**src/rtl/isc_pkg.sv**
```systemverilog
package isc_pkg;

    typedef enum logic [2:0] {
        ST_IDLE  = 3'd0,
        ST_SKEW  = 3'd1,
        ST_WSEL  = 3'd2,
        ST_GAP   = 3'd3,
        ST_STB   = 3'd4,
        ST_TAIL  = 3'd5,
        ST_DROP  = 3'd6
    } isc_state_e;

    typedef struct packed {
        logic accept;
        logic capture;
        logic timeout;
    } isc_event_t;

    function automatic int max4(input int a, input int b, input int c, input int d);
        int m;
        m = a;
        if (b > m) m = b;
        if (c > m) m = c;
        if (d > m) m = d;
        return m;
    endfunction

endpackage

```
**src/rtl/isc_timer.sv**
```systemverilog
module isc_timer #(
    parameter int CNT_W = 6
) (
    input  logic             clk,
    input  logic             rst,
    input  logic             load,
    input  logic [CNT_W-1:0] load_val,
    output logic             zero
);
    logic [CNT_W-1:0] cnt_q;

    always_ff @(posedge clk) begin
        if (rst)
            cnt_q <= '0;
        else if (load)
            cnt_q <= load_val;
        else if (cnt_q != '0)
            cnt_q <= cnt_q - 1'b1;
    end

    assign zero = (cnt_q == '0);
endmodule

```
**src/rtl/isc_ctrl.sv**
```systemverilog
module isc_ctrl
    import isc_pkg::*;
#(
    parameter int SKEW_CYC        = 20,
    parameter int SEL_TO_STB_CYC  = 2,
    parameter int STROBE_CYC      = 3,
    parameter int RESP_TIMEOUT_CYC = 16,
    parameter int CNT_W           = 6
) (
    input  logic             clk,
    input  logic             rst,
    input  logic             start,
    input  logic             sel_resp,
    input  logic             tmr_zero,
    output logic             tmr_load,
    output logic [CNT_W-1:0] tmr_val,
    output isc_state_e       state,
    output isc_event_t       evt
);
    localparam logic [CNT_W-1:0] SKEW_LD = CNT_W'(SKEW_CYC - 1);
    localparam logic [CNT_W-1:0] RESP_LD = CNT_W'(RESP_TIMEOUT_CYC - 1);
    localparam logic [CNT_W-1:0] GAP_LD  = CNT_W'(SEL_TO_STB_CYC - 1);
    localparam logic [CNT_W-1:0] STB_LD  = CNT_W'(STROBE_CYC - 1);

    isc_state_e st_q, st_n;

    always_comb begin
        st_n     = st_q;
        tmr_load = 1'b0;
        tmr_val  = '0;
        evt      = '0;
        unique case (st_q)
            ST_IDLE: if (start) begin
                st_n       = ST_SKEW;
                tmr_load   = 1'b1;
                tmr_val    = SKEW_LD;
                evt.accept = 1'b1;
            end
            ST_SKEW: if (tmr_zero) begin
                st_n     = ST_WSEL;
                tmr_load = 1'b1;
                tmr_val  = RESP_LD;
            end
            ST_WSEL: begin
                if (sel_resp) begin
                    st_n     = ST_GAP;
                    tmr_load = 1'b1;
                    tmr_val  = GAP_LD;
                end else if (tmr_zero) begin
                    st_n        = ST_IDLE;
                    evt.timeout = 1'b1;
                end
            end
            ST_GAP: if (tmr_zero) begin
                st_n        = ST_STB;
                tmr_load    = 1'b1;
                tmr_val     = STB_LD;
                evt.capture = 1'b1;
            end
            ST_STB:  if (tmr_zero) st_n = ST_TAIL;
            ST_TAIL: st_n = ST_DROP;
            ST_DROP: if (!sel_resp) st_n = ST_IDLE;
            default: st_n = ST_IDLE;
        endcase
    end

    always_ff @(posedge clk) begin
        if (rst) st_q <= ST_IDLE;
        else     st_q <= st_n;
    end

    assign state = st_q;
endmodule

```
**src/rtl/isc_capture.sv**
```systemverilog
module isc_capture #(
    parameter int CC_W   = 3,
    parameter int DATA_W = 16
) (
    input  logic              clk,
    input  logic              rst,
    input  logic              capture,
    input  logic [CC_W-1:0]   cc_in,
    input  logic [DATA_W-1:0] data_in,
    output logic [CC_W-1:0]   cc_out,
    output logic [DATA_W-1:0] data_out,
    output logic              valid
);
    always_ff @(posedge clk) begin
        if (rst) begin
            cc_out   <= '0;
            data_out <= '0;
            valid    <= 1'b0;
        end else begin
            valid <= capture;
            if (capture) begin
                cc_out   <= cc_in;
                data_out <= data_in;
            end
        end
    end
endmodule

```
**src/rtl/isc_sequencer.sv**
```systemverilog
module isc_sequencer
    import isc_pkg::*;
#(
    parameter int ADDR_W           = 8,
    parameter int CC_W             = 3,
    parameter int DATA_W           = 16,
    parameter int SKEW_CYC         = 20,
    parameter int SEL_TO_STB_CYC   = 2,
    parameter int STROBE_CYC       = 3,
    parameter int RESP_TIMEOUT_CYC = 16
) (
    input  logic              clk,
    input  logic              rst,
    input  logic              start_i,
    input  logic [ADDR_W-1:0] dev_addr_i,
    output logic [ADDR_W-1:0] addr_o,
    output logic              addr_oe_o,
    output logic              svc_active_o,
    input  logic              sel_resp_i,
    input  logic [CC_W-1:0]   cc_i,
    input  logic [DATA_W-1:0] data_i,
    output logic              strobe_o,
    output logic [CC_W-1:0]   cc_o,
    output logic [DATA_W-1:0] data_o,
    output logic              done_o,
    output logic              timeout_o,
    output logic              busy_o
);
    localparam int MAX_CYC = max4(SKEW_CYC, SEL_TO_STB_CYC, STROBE_CYC, RESP_TIMEOUT_CYC);
    localparam int CNT_W   = $clog2(MAX_CYC + 1);

    isc_state_e       state;
    isc_event_t       evt;
    logic             tmr_load, tmr_zero;
    logic [CNT_W-1:0] tmr_val;
    logic [ADDR_W-1:0] addr_q;
    logic             timeout_q;

    isc_ctrl #(
        .SKEW_CYC(SKEW_CYC), .SEL_TO_STB_CYC(SEL_TO_STB_CYC),
        .STROBE_CYC(STROBE_CYC), .RESP_TIMEOUT_CYC(RESP_TIMEOUT_CYC),
        .CNT_W(CNT_W)
    ) u_ctrl (
        .clk(clk), .rst(rst), .start(start_i), .sel_resp(sel_resp_i),
        .tmr_zero(tmr_zero), .tmr_load(tmr_load), .tmr_val(tmr_val),
        .state(state), .evt(evt)
    );

    isc_timer #(.CNT_W(CNT_W)) u_timer (
        .clk(clk), .rst(rst), .load(tmr_load), .load_val(tmr_val), .zero(tmr_zero)
    );

    isc_capture #(.CC_W(CC_W), .DATA_W(DATA_W)) u_cap (
        .clk(clk), .rst(rst), .capture(evt.capture),
        .cc_in(cc_i), .data_in(data_i),
        .cc_out(cc_o), .data_out(data_o), .valid(done_o)
    );

    always_ff @(posedge clk) begin
        if (rst) begin
            addr_q    <= '0;
            timeout_q <= 1'b0;
        end else begin
            timeout_q <= evt.timeout;
            if (evt.accept) addr_q <= dev_addr_i;
        end
    end

    assign addr_oe_o    = (state != ST_IDLE);
    assign busy_o       = (state != ST_IDLE);
    assign addr_o       = addr_oe_o ? addr_q : '0;
    assign svc_active_o = (state == ST_WSEL) || (state == ST_GAP) ||
                          (state == ST_STB)  || (state == ST_TAIL);
    assign strobe_o     = (state == ST_STB);
    assign timeout_o    = timeout_q;
endmodule

```
**config.mk**
```make
export PLATFORM = sky130hd
export DESIGN_NAME = isc_sequencer
export DESIGN_NICKNAME = d
export VERILOG_FILES = /design/src/rtl/isc_pkg.sv /design/src/rtl/isc_timer.sv /design/src/rtl/isc_ctrl.sv /design/src/rtl/isc_capture.sv /design/src/rtl/isc_sequencer.sv
export SDC_FILE = /design/constraint.sdc
export NUM_CORES = 1
export LEC_CHECK = 0
export CORE_ASPECT_RATIO = 2
export CORE_MARGIN = 2
export CORE_UTILIZATION = 38
export CTS_BUF_LIST = sky130_fd_sc_hd__clkbuf_4 sky130_fd_sc_hd__clkbuf_8 sky130_fd_sc_hd__clkbuf_16
export CTS_CLUSTER_DIAMETER = 150
export DETAILED_ROUTE_END_ITERATION = 10
export GPL_ROUTABILITY_DRIVEN = 0
export PLACE_DENSITY = 0.79
export SLEW_MARGIN = 0
export SYNTH_ARGS = -nofsm -noshare
export SYNTH_HDL_FRONTEND = slang
export SYNTH_SLANG_ARGS = --single-unit
```
**constraint.sdc**
```tcl
create_clock -name clk -period 1.5 [get_ports clk]
set_input_delay 0.3 -clock clk [delete_from_list [all_inputs] [get_ports clk]]
set_output_delay 0.3 -clock clk [all_outputs]
set_load 0.05 [all_outputs]
```
* Word level (Yosys, flattened, before mapping)
Cells that the tools add are included.
** Word-level totals
- Bits in registers :: 37
- Logic and storage cells :: 54
- Output and inout bits :: 33
** Operators by class
- Bitwise gates (word level) :: 1
- Muxes and demuxes :: 22
- Eq/ne operators :: 12
- Add/sub/neg operators :: 1
- Reduce and logical (&&, ||, !) cells :: 11
** Operator list (count)
- two-way mux 3 bit :: 7
- one-hot mux 3 bit (7 select lines) :: 1
- one-hot mux 5 bit (4 select lines) :: 1
- two-way mux 5 bit :: 3
- == test 3 bit (second input constant) :: 3
- two-way mux 8 bit :: 1
- inequality test 2 bit (second input constant) :: 4
- == test 3 x 2 -> 1 bit (second input constant) :: 2
- two-way mux 1 bit :: 6
- AND reduction 6 bit :: 1
- logical NOT 5 bit :: 1
- nonzero test 5 bit :: 1
- subtractor 5 x 1 -> 5 bit (second input constant) :: 1
- two-way mux 4 bit :: 1
- == test 3 x 1 -> 1 bit (second input constant) :: 1
- logical NOT 3 bit :: 1
- logical OR 1 bit :: 3
- inequality test 3 bit (second input constant) :: 1
- one-hot mux 1 bit (3 select lines) :: 1
- nonzero test 3 bit :: 1
- OR reduction 3 bit :: 1
- two-way mux 2 bit :: 1
- inequality test 2 x 1 -> 1 bit (second input constant) :: 1
- nonzero test 2 bit :: 1
- 2 further kinds :: 2

* Longest topological paths before layout
Gate-level depths: netlist of the first run.
- Depth after elaboration :: 4
- Gate-level depth with buffers :: 7
- Gate-level depth less buffers :: 6

* Modules after synthesis
Synthesis of the first run repeated with hierarchy kept, for this count alone.
** Unflattened totals
- Cell total of the unflattened synthesis :: 173
- Area, all modules :: 1669.1 µm²
** Modules (own cells, without submodules)
- isc_capture :: cells an instance 63, area an instance 698.2 µm², seq. area each 400.4 µm², times used 1
- isc_sequencer :: cells an instance 41, area an instance 401.6 µm², seq. area each 180.2 µm², times used 1
- isc_timer :: cells an instance 32, area an instance 287.8 µm², seq. area each 100.1 µm², times used 1
- isc_ctrl :: cells an instance 37, area an instance 281.5 µm², seq. area each 60.1 µm², times used 1

* Worst setup path before layout of the first run
OpenSTA, ideal clock, no wires.
- Kind :: reg-to-output
- Start :: register u_ctrl.st_q[1], in the netlist u_ctrl.state[1]
- End :: output strobe_o
- Arrival time :: 1.624 ns
- Stages on the path, launching flop included :: 3
- Setup slack :: -0.424 ns
- Cells stage by stage :: dfxtp_1 clkbuf_1 nor3_1
** Between the ends
- Word-level cells in the longest chain between the ends :: 1
** RTL lines
- start, declared :: RTL line isc_ctrl.sv:25 : isc_state_e st_q, st_n;
- start signal, assigned :: RTL line isc_ctrl.sv:69 : else st_q <= st_n;
- == test 3 bit :: RTL line isc_sequencer.sv:74 : assign strobe_o = (state == ST_STB);
- end, declared :: RTL line isc_sequencer.sv:22 : output logic strobe_o,
No other way between the ends.

* Worst setup path after layout of the first run
- Start :: register u_ctrl.st_q[0], in the netlist u_ctrl.state[0]
- End :: output busy_o
** Between the ends
- Word-level cells in the longest chain between the ends :: 1
** RTL lines
- nonzero test 3 bit :: RTL line isc_sequencer.sv:70 : assign busy_o = (state != ST_IDLE);
- end, declared :: RTL line isc_sequencer.sv:27 : output logic busy_o
No other way between the ends.

==> results by group, run 1 <==
Setup path
  • Slowest-stage cell, CP: dfxtp_2
  • Startpoint Class: flop
  • Worst-path cell chain: nor3_2, buf_6, clkinvlp_4, buf_4
  • CP Buf/Inv Count: 3
  • CP delay by family, top: buffers and inverters
  • Critical Path AT: 1.25 ns
  • Worst path depth: 4
  • Worst R2R Setup Slack: -0.01 ns
  • Worst Path Required: 1.20 ns
  • WS Path Type: flop to output port
  • Slowest Stage Delay on Critical Path: 0.34 ns
  • R2R Path Start: u_timer.cnt_q[1]$_SDFFE_PP0P_
  • Crit-path max FO: 10
  • Endpoint type of the worst setup path: output port
  • Reg2Reg Capture Point: u_cap.data_out[14]$_SDFFE_PP0P_
  • Worst Reg-to-Reg Cells: 8

Die
  • Initial Util: 39.7%
  • Core box area: 3880 µm²
  • Die area: 4620 µm²
  • FP Rows: 32
  • Die Ht: 94.1 µm
  • Num ports: 64
  • Die width: 49.1 µm

Clock tree
  • CTS tree: built
  • Worst-path clk slew: 0.07 ns
  • Clock sink total: 37
  • Worst skew pair latency: 0.29 ns
  • Clk root buf: clkbuf_8
  • CTS max path bufs: 2
  • H-tree levels: 2
  • CTS buffer count: 5

Placed design
  • Hpwl dp: 2.97 mm
  • Placed Cells: 313
  • Port Buffer Count: 63
  • Post-DP Area: 2510 µm²

GRT
  • Global-route wire length before repair: 6.91 mm
  • Gr usage total: 19.8%
  • Total grt overflow: 0
  • Antenna violations before repair: 0
  • Vias in the first global route: 1,615
  • Largest net degree at the start of global routing: 21

Min path
  • Worst Hold Endpoint: addr_q[2]$_SDFFE_PP0P_
  • Hold path depth: 2
  • Hold path startpoint: addr_q[2]$_SDFFE_PP0P_
  • Hold Crit Class: flop to flop

STA
  • Max-slew violation count: 0
  • Final Hold Viols: 0
  • Min Hold Slack: 0.452 ns
  • Final worst path period share: 103%
  • RSZ-0062 raised after global routing: yes
  • Final worst slack: -0.0459 ns
  • Minimum clock period: 1.55 ns
  • Max-slew headroom: 71.5%
  • Fmax: 0.647 GHz
  • Setup_tns: -0.119 ns
  • Max Clock Skew: 0.00528 ns
  • Tightest Pin Transition: 0.427 ns
  • Final setup viols: 6

Layout
  • Diodes inserted: 0
  • Nets: 308
  • Layout cells sized above 1: 32.5%
  • Finished Layout Cells: 328
  • Final instance area: 2770 µm²
  • Synth-to-Final Area Change: 79.7%
  • # fillers: 291

Pwr
  • Leakage: 1.06 nW
  • Pwr per Cell Area: 1190 nW/µm²
  • Peak VDD IR: 1170 µV

Logic synthesis
  • Sequential area share after synthesis: 48.0%
  • Average size of a mapped cell: 7.91 µm²
  • Synth Cell Area: 1540 µm²
  • Count leader, synth: nand2_1
  • Area leader, netlist: dfxtp_1
  • Mapped Nets: 227
  • Synth unique cells: 30
  • Post-synth ARST share: 0%
  • Dominant synthesized flop cell: dfxtp_1
  • #FFs+latches synth: 37
  • Post-synth EDFFs: 0
  • Post-synthesis instance total: 195
  • Main area contributors after synthesis: dfxtp_1, nand2_1, a21oi_1
  • Yosys warns: 0
  • Top cell type's share of synthesized area: 48.0%
  • Top cells by count, synth: nand2_1, dfxtp_1, a21oi_1

Detailed routing
  • DR DRC count: 0
  • Drt via density: 4.90
  • Vias: 1,606
  • Final ANT Viol Nets: 0
  • Drt pass-1 iters: 5
  • 1st-iter DRT viols: 27
  • Total routed wirelength: 4.46 mm
  • Detailed-route wire length per cell: 13.6 µm

Outcome
  • Failing checks: negative setup slack
  • Status: finished, violations left

Run
  • Max-Cap Viols: 0
[power by group]
| part | internal [W] | switching (W) |
|---|---|---|
| Clock | 0.000415 | 0.000348 |
| Sequential | 0.00109 | 0.0000891 |
| Combinational | 0.000649 | 0.000714 |
[worst max path at each step]
stage	from	end	slack, ns
after global placement	u_timer.cnt_q[1]$_SDFFE_PP0P_	u_cap.cc_out[1]$_SDFFE_PP0P_	-0.07
after detailed placement	u_timer.cnt_q[1]$_SDFFE_PP0P_	u_cap.data_out[14]$_SDFFE_PP0P_	-0.15
after CTS	u_ctrl.state[0]$_SDFFE_PP0P_	busy_o	-0.06
final	u_ctrl.state[0]$_SDFFE_PP0P_	busy_o	-0.05
after global routing	u_ctrl.state[2]$_SDFFE_PP0P_	u_cap.data_out[1]$_SDFFE_PP0P_	-0.11
after floorplan	u_ctrl.state[0]$_SDFFE_PP0P_	addr_o[0]	-0.16
[metal layers]
metal  GRT usage [%]  routed length, µm  vias up  part of all wire [%]
li1                -                  -      807                     -
met1            17.7               1550      744                    35
met2            39.7               2640       46                    59
met3            3.66                155        9                   3.5
met4            11.2                114        0                   2.6
met5               0                  0        -                     0
[kinds of logic (layout without fill, tap and decap cells)]
logic type | after synthesis | in the layout | synth area share (%)
xor gates and xnor gates | 3 | 3 | 1.70
and+or+nand+nor | 92 | 95 | 27.7
adders and majority gates | 1 | 1 | 0.811
muxes | 1 | 1 | 0.730
buffers and inverters | 17 | 96 | 5.51
AOI/OAI and AO/OA | 44 | 44 | 15.5
DFF | 37 | 37 | 48.0
[through the flow]
stage                     setup WS, ns  util, %  power (W)
final                          -0.0459     71.4    0.00330
after global routing            -0.114     71.4    0.00348
after CTS                      -0.0584     69.4    0.00318
after detailed placement        -0.149     64.7    0.00234
after global placement         -0.0693     64.7    0.00232
after floorplan                 -0.156        -    0.00191
[final cells by class]
type                            instances  area, µm²  share of cell area (%)
Clock buffer                            7       96.3                    3.47
Clock inverter                          1       5.00                   0.181
Inverter                                4       18.8                   0.677
Multi-Input combinational cell        144        808                    29.2
Sequential cell                        37        749                    27.0
Tap cell                               51       63.8                    2.30
Timing Repair Buffer                   84       1030                    37.2
[registers in the layout, indices dropped and copies added (netlist names)]
register,count
timeout_o,1
u_cap.cc_out,3
u_ctrl.state,3
u_timer.cnt_q,5
u_cap.valid,1
addr_q,8
u_cap.data_out,16
[cells in the final DEF, fill, tap and decap left out, types with 2 or more instances in the layout]
cell             netlist  layout
o21ai_0                3       2
clkdlybuf4s50_1        0      30
xor2_1                 3       2
buf_6                  2      14
buf_4                  1      17
dfxtp_1               37      32
inv_2                  0       2
nand2b_1               2       2
dfxtp_2                0       4
and3_2                 0       2
nor2_1                 5       5
nand3_1                5       4
nand2_1               61      60
buf_12                 0      22
nor2b_1               10      10
and3_4                 1       2
a21oi_2                0       3
clkbuf_8               0       7
a21oi_1               35      32
[worst reg2reg max path, stage by stage, from the launching register on]
cell and delay (ns):
dfxtp_2 0.33, inv_2 0.08, ha_4 0.13, nor4b_4 0.24, buf_6 0.17, nand3_2 0.12
buf_6 0.18, nand2_1 0.08, a21oi_2 0.06
[repair_timing]
| action | 4_1_cts | 5_1_grt |
|---|---|---|
| gates resized for setup | 17 | 19 |
| pin swaps | 2 | 5 |
| setup endpoints to repair | 33 | 35 |
| hold buffers | 0 | 0 |
| setup buffers | 2 | 0 |
| gates cloned | 1 | 4 |
(Power assumes the default switching activity.)
==> run 2, diff against run 1 <==
--- a/config.mk
+++ b/config.mk
@@ -5,6 +5,7 @@
 export SDC_FILE = /design/constraint.sdc
 export NUM_CORES = 1
 export LEC_CHECK = 0
+export ABC_AREA = 1
 export CORE_ASPECT_RATIO = 2
 export CORE_MARGIN = 2
 export CORE_UTILIZATION = 38
@@ -12,7 +13,7 @@
 export CTS_CLUSTER_DIAMETER = 150
 export DETAILED_ROUTE_END_ITERATION = 10
 export GPL_ROUTABILITY_DRIVEN = 0
-export PLACE_DENSITY = 0.79
+export PLACE_DENSITY = 0.78
 export SLEW_MARGIN = 0
 export SYNTH_ARGS = -nofsm -noshare
 export SYNTH_HDL_FRONTEND = slang
==> run 2 against run 1 <==
Effect of this change: highest routed layer unchanged; global-route usage fell by 0.78 points; the run still ends with negative setup slack left; die area increased by 3.8%; critical path type unchanged; clock skew decreased by 0.00096 ns.
==> results by group, run 2 <==
STA
  • Final setup viols: 12
  • RSZ-0062 raised after global routing: yes
  • Final worst slack: -0.147 ns
  • Max-slew headroom: 86.3%
  • Setup_tns: -1.26 ns
  • Minimum clock period: 1.65 ns
  • Final Hold Viols: 0
  • Max Clock Skew: 0.00432 ns
  • Final worst path period share: 110%
  • Fmax: 0.607 GHz
  • Tightest Pin Transition: 0.205 ns
  • Max-slew violation count: 0

Detailed routing
  • Drt pass-1 iters: 4
  • Vias: 1,714
  • Final ANT Viol Nets: 0
  • Detailed-route wire length per cell: 12.6 µm
  • Total routed wirelength: 4.36 mm
  • Drt via density: 4.94
  • DR DRC count: 0
  • 1st-iter DRT viols: 34

GRT
  • Global-route wire length before repair: 6.89 mm
  • Vias in the first global route: 1,631
  • M2 GR Usage: 35.7%
  • Global route hottest layer: met2
  • Grt met3 use: 6.68%
  • Largest net degree at the start of global routing: 22
  • Gr usage total: 19.1%
  • Antenna violations before repair: 0
  • Total grt overflow: 0
  • Met1 GRT Util: 16.9%

Layout
  • Diodes inserted: 0
  • Nets: 326
  • Commonest non-fill, non-tap cell in the layout: nor2_1
  • Multi-input logic area: 810 µm²
  • Final core utilization: 71.2%
  • Layout cells sized above 1: 29.2%
  • Most frequent cells in the layout: nor2_1, dfxtp_1, buf_12
  • # fillers: 300
  • Max FFs per register: 16
  • Most flop-heavy register: u_cap.data_out
  • Storage element area: 752 µm²
  • Synth-to-Final Area Change: 81.4%
  • Biggest regs: u_cap.data_out x16, addr_q x8, u_timer.cnt_q x5

Clock tree
  • Clk root buf: clkbuf_8
  • H-tree levels: 2
  • CTS max path bufs: 2
  • Worst skew pair latency: 0.30 ns
  • Clock sink total: 37
  • CTS tree: built
  • CTS buffer count: 5
  • Worst-path clk slew: 0.07 ns

Run
  • Max-Cap Viols: 0

Die
  • Core box area: 4090 µm²
  • Num ports: 64
  • Die width: 50.0 µm
  • Die Ht: 95.9 µm
  • Die area: 4790 µm²
  • FP Rows: 33
  • Initial Util: 39.3%

Logic synthesis
  • Count leader, synth: nor2_1
  • Post-synth ARST share: 0%
  • Synth Area in XOR/XNOR: 1.09%
  • Dominant synthesized flop cell: dfxtp_1
  • Largest family of logic cells by synthesized area: simple AND/OR/NAND/NOR gates
  • Synth unique cells: 29
  • Mapped Nets: 250
  • Area leader, netlist: dfxtp_1
  • Average size of a mapped cell: 7.36 µm²
  • Main area contributors after synthesis: dfxtp_1, nor2_1, o21ai_0
  • Yosys warns: 0
  • Top cell type's share of synthesized area: 46.1%
  • #FFs+latches synth: 37
  • Area share of and/or/nand/nor cells after synthesis: 27.4%
  • Post-synth EDFFs: 0
  • Sequential area share after synthesis: 46.1%
  • Compound-cell area share of the yosys netlist: 14.8%
  • Top cells by count, synth: nor2_1, dfxtp_1, nand2_1
  • Post-synthesis mux area share: 0%
  • Synthesized-area fraction occupied by adder cells: 0.779%
  • Post-synthesis instance total: 218
  • Synth Cell Area: 1610 µm²

Setup path
  • WS Path Type: flop to output port
  • Critical Path AT: 1.35 ns
  • Endpoint type of the worst setup path: output port
  • Crit-path max FO: 5
  • Worst Path Required: 1.20 ns
  • Startpoint Class: flop

Outcome
  • Status: finished, violations left
  • Failing checks: negative setup slack

Pwr
  • Leakage: 1.24 nW
  • Peak VDD IR: 1280 µV
  • Tot Pwr: 0.00561 W
  • Pwr per Cell Area: 1930 nW/µm²

Placed design
  • Worst slack, placed: -0.0412 ns
  • Port Buffer Count: 63
  • Hpwl dp: 3.25 mm

Min path
  • Hold Crit Class: flop to flop
## run 2: cell types whose count changed in the layout (fill, tap and decap cells not counted), sizes merged, moves of 10 or more
cell,delta
o21ai,+26
nand2,-37
nor2,+55
inv,+20
a21oi,-20
nor2b,-10
## run 2: worst max-delay path, stage by stage, from the launching register on
cell     delay (ns)
dfxtp_4        0.37
buf_4          0.15
nor2_4         0.14
nand2_1        0.09
nand4_1        0.15
buf_12         0.15
## run 2: final timing paths
path                                               startpoint                             to  slack [ns]  cells after the start
worst min register to register  u_timer.cnt_q[0]$_SDFFE_PP0P_  u_timer.cnt_q[0]$_SDFFE_PP0P_        0.49                      2
worst max-delay path             u_ctrl.state[0]$_SDFFE_PP0P_                   svc_active_o       -0.15                      5
worst max register to register   u_ctrl.state[1]$_SDFFE_PP0P_   u_ctrl.state[1]$_SDFFE_PP0P_        0.07                     10
worst min-delay path            u_timer.cnt_q[0]$_SDFFE_PP0P_  u_timer.cnt_q[0]$_SDFFE_PP0P_        0.49                      2
## run 2: metal layers
layer  wire (µm)  vias up  part of all wire (%)
met5           0        -                     0
met4         127        0                   2.9
met3         260       11                   6.0
met2        2510       62                    58
met1        1460      796                    33
li1            -      845                     -
## run 2: logic make-up after synthesis
group                      Yosys count
adders and majority gates            1
and+or+nand+nor                     99
DFF                                 37
xor gates and xnor gates             2
buffers and inverters               33
AOI/OAI and AO/OA                   46
## run 2: power breakdown
| group | switching (W) | internal (W) | leakage, nW |
|---|---|---|---|
| combinational | 0.00200 | 0.00147 | 0.885 |
| clock | 0.000368 | 0.000372 | 0.0512 |
| sequential | 0.000178 | 0.00122 | 0.304 |
## run 2: metrics by stage
step | std cells | area, µm² | hold WS [ns]
final | 347 | 2910 | 0.486
after global routing | 347 | 2910 | 0.513
after CTS | 344 | 2860 | 0.490
after detailed placement | 333 | 2730 | 0.477
after global placement | 333 | 2730 | 0.465
after floorplan | 218 | 1710 | 0.359
## run 2: final cells by class
cell class	instances	share of cell area, %
Tap cell	52	2.23
Timing Repair Buffer	78	37.3
Clock inverter	2	0.473
Clock buffer	6	2.84
Inverter	24	3.57
Sequential cell	37	25.8
Multi-Input combinational cell	148	27.8
## run 2: what timing repair did
action	in CTS	in global routing
endpoints found under the hold margin	0	0
endpoints found under the setup margin	10	16
resized for setup	4	9
hold buffers	0	0
pin swaps	3	2
buffers inserted	3	3
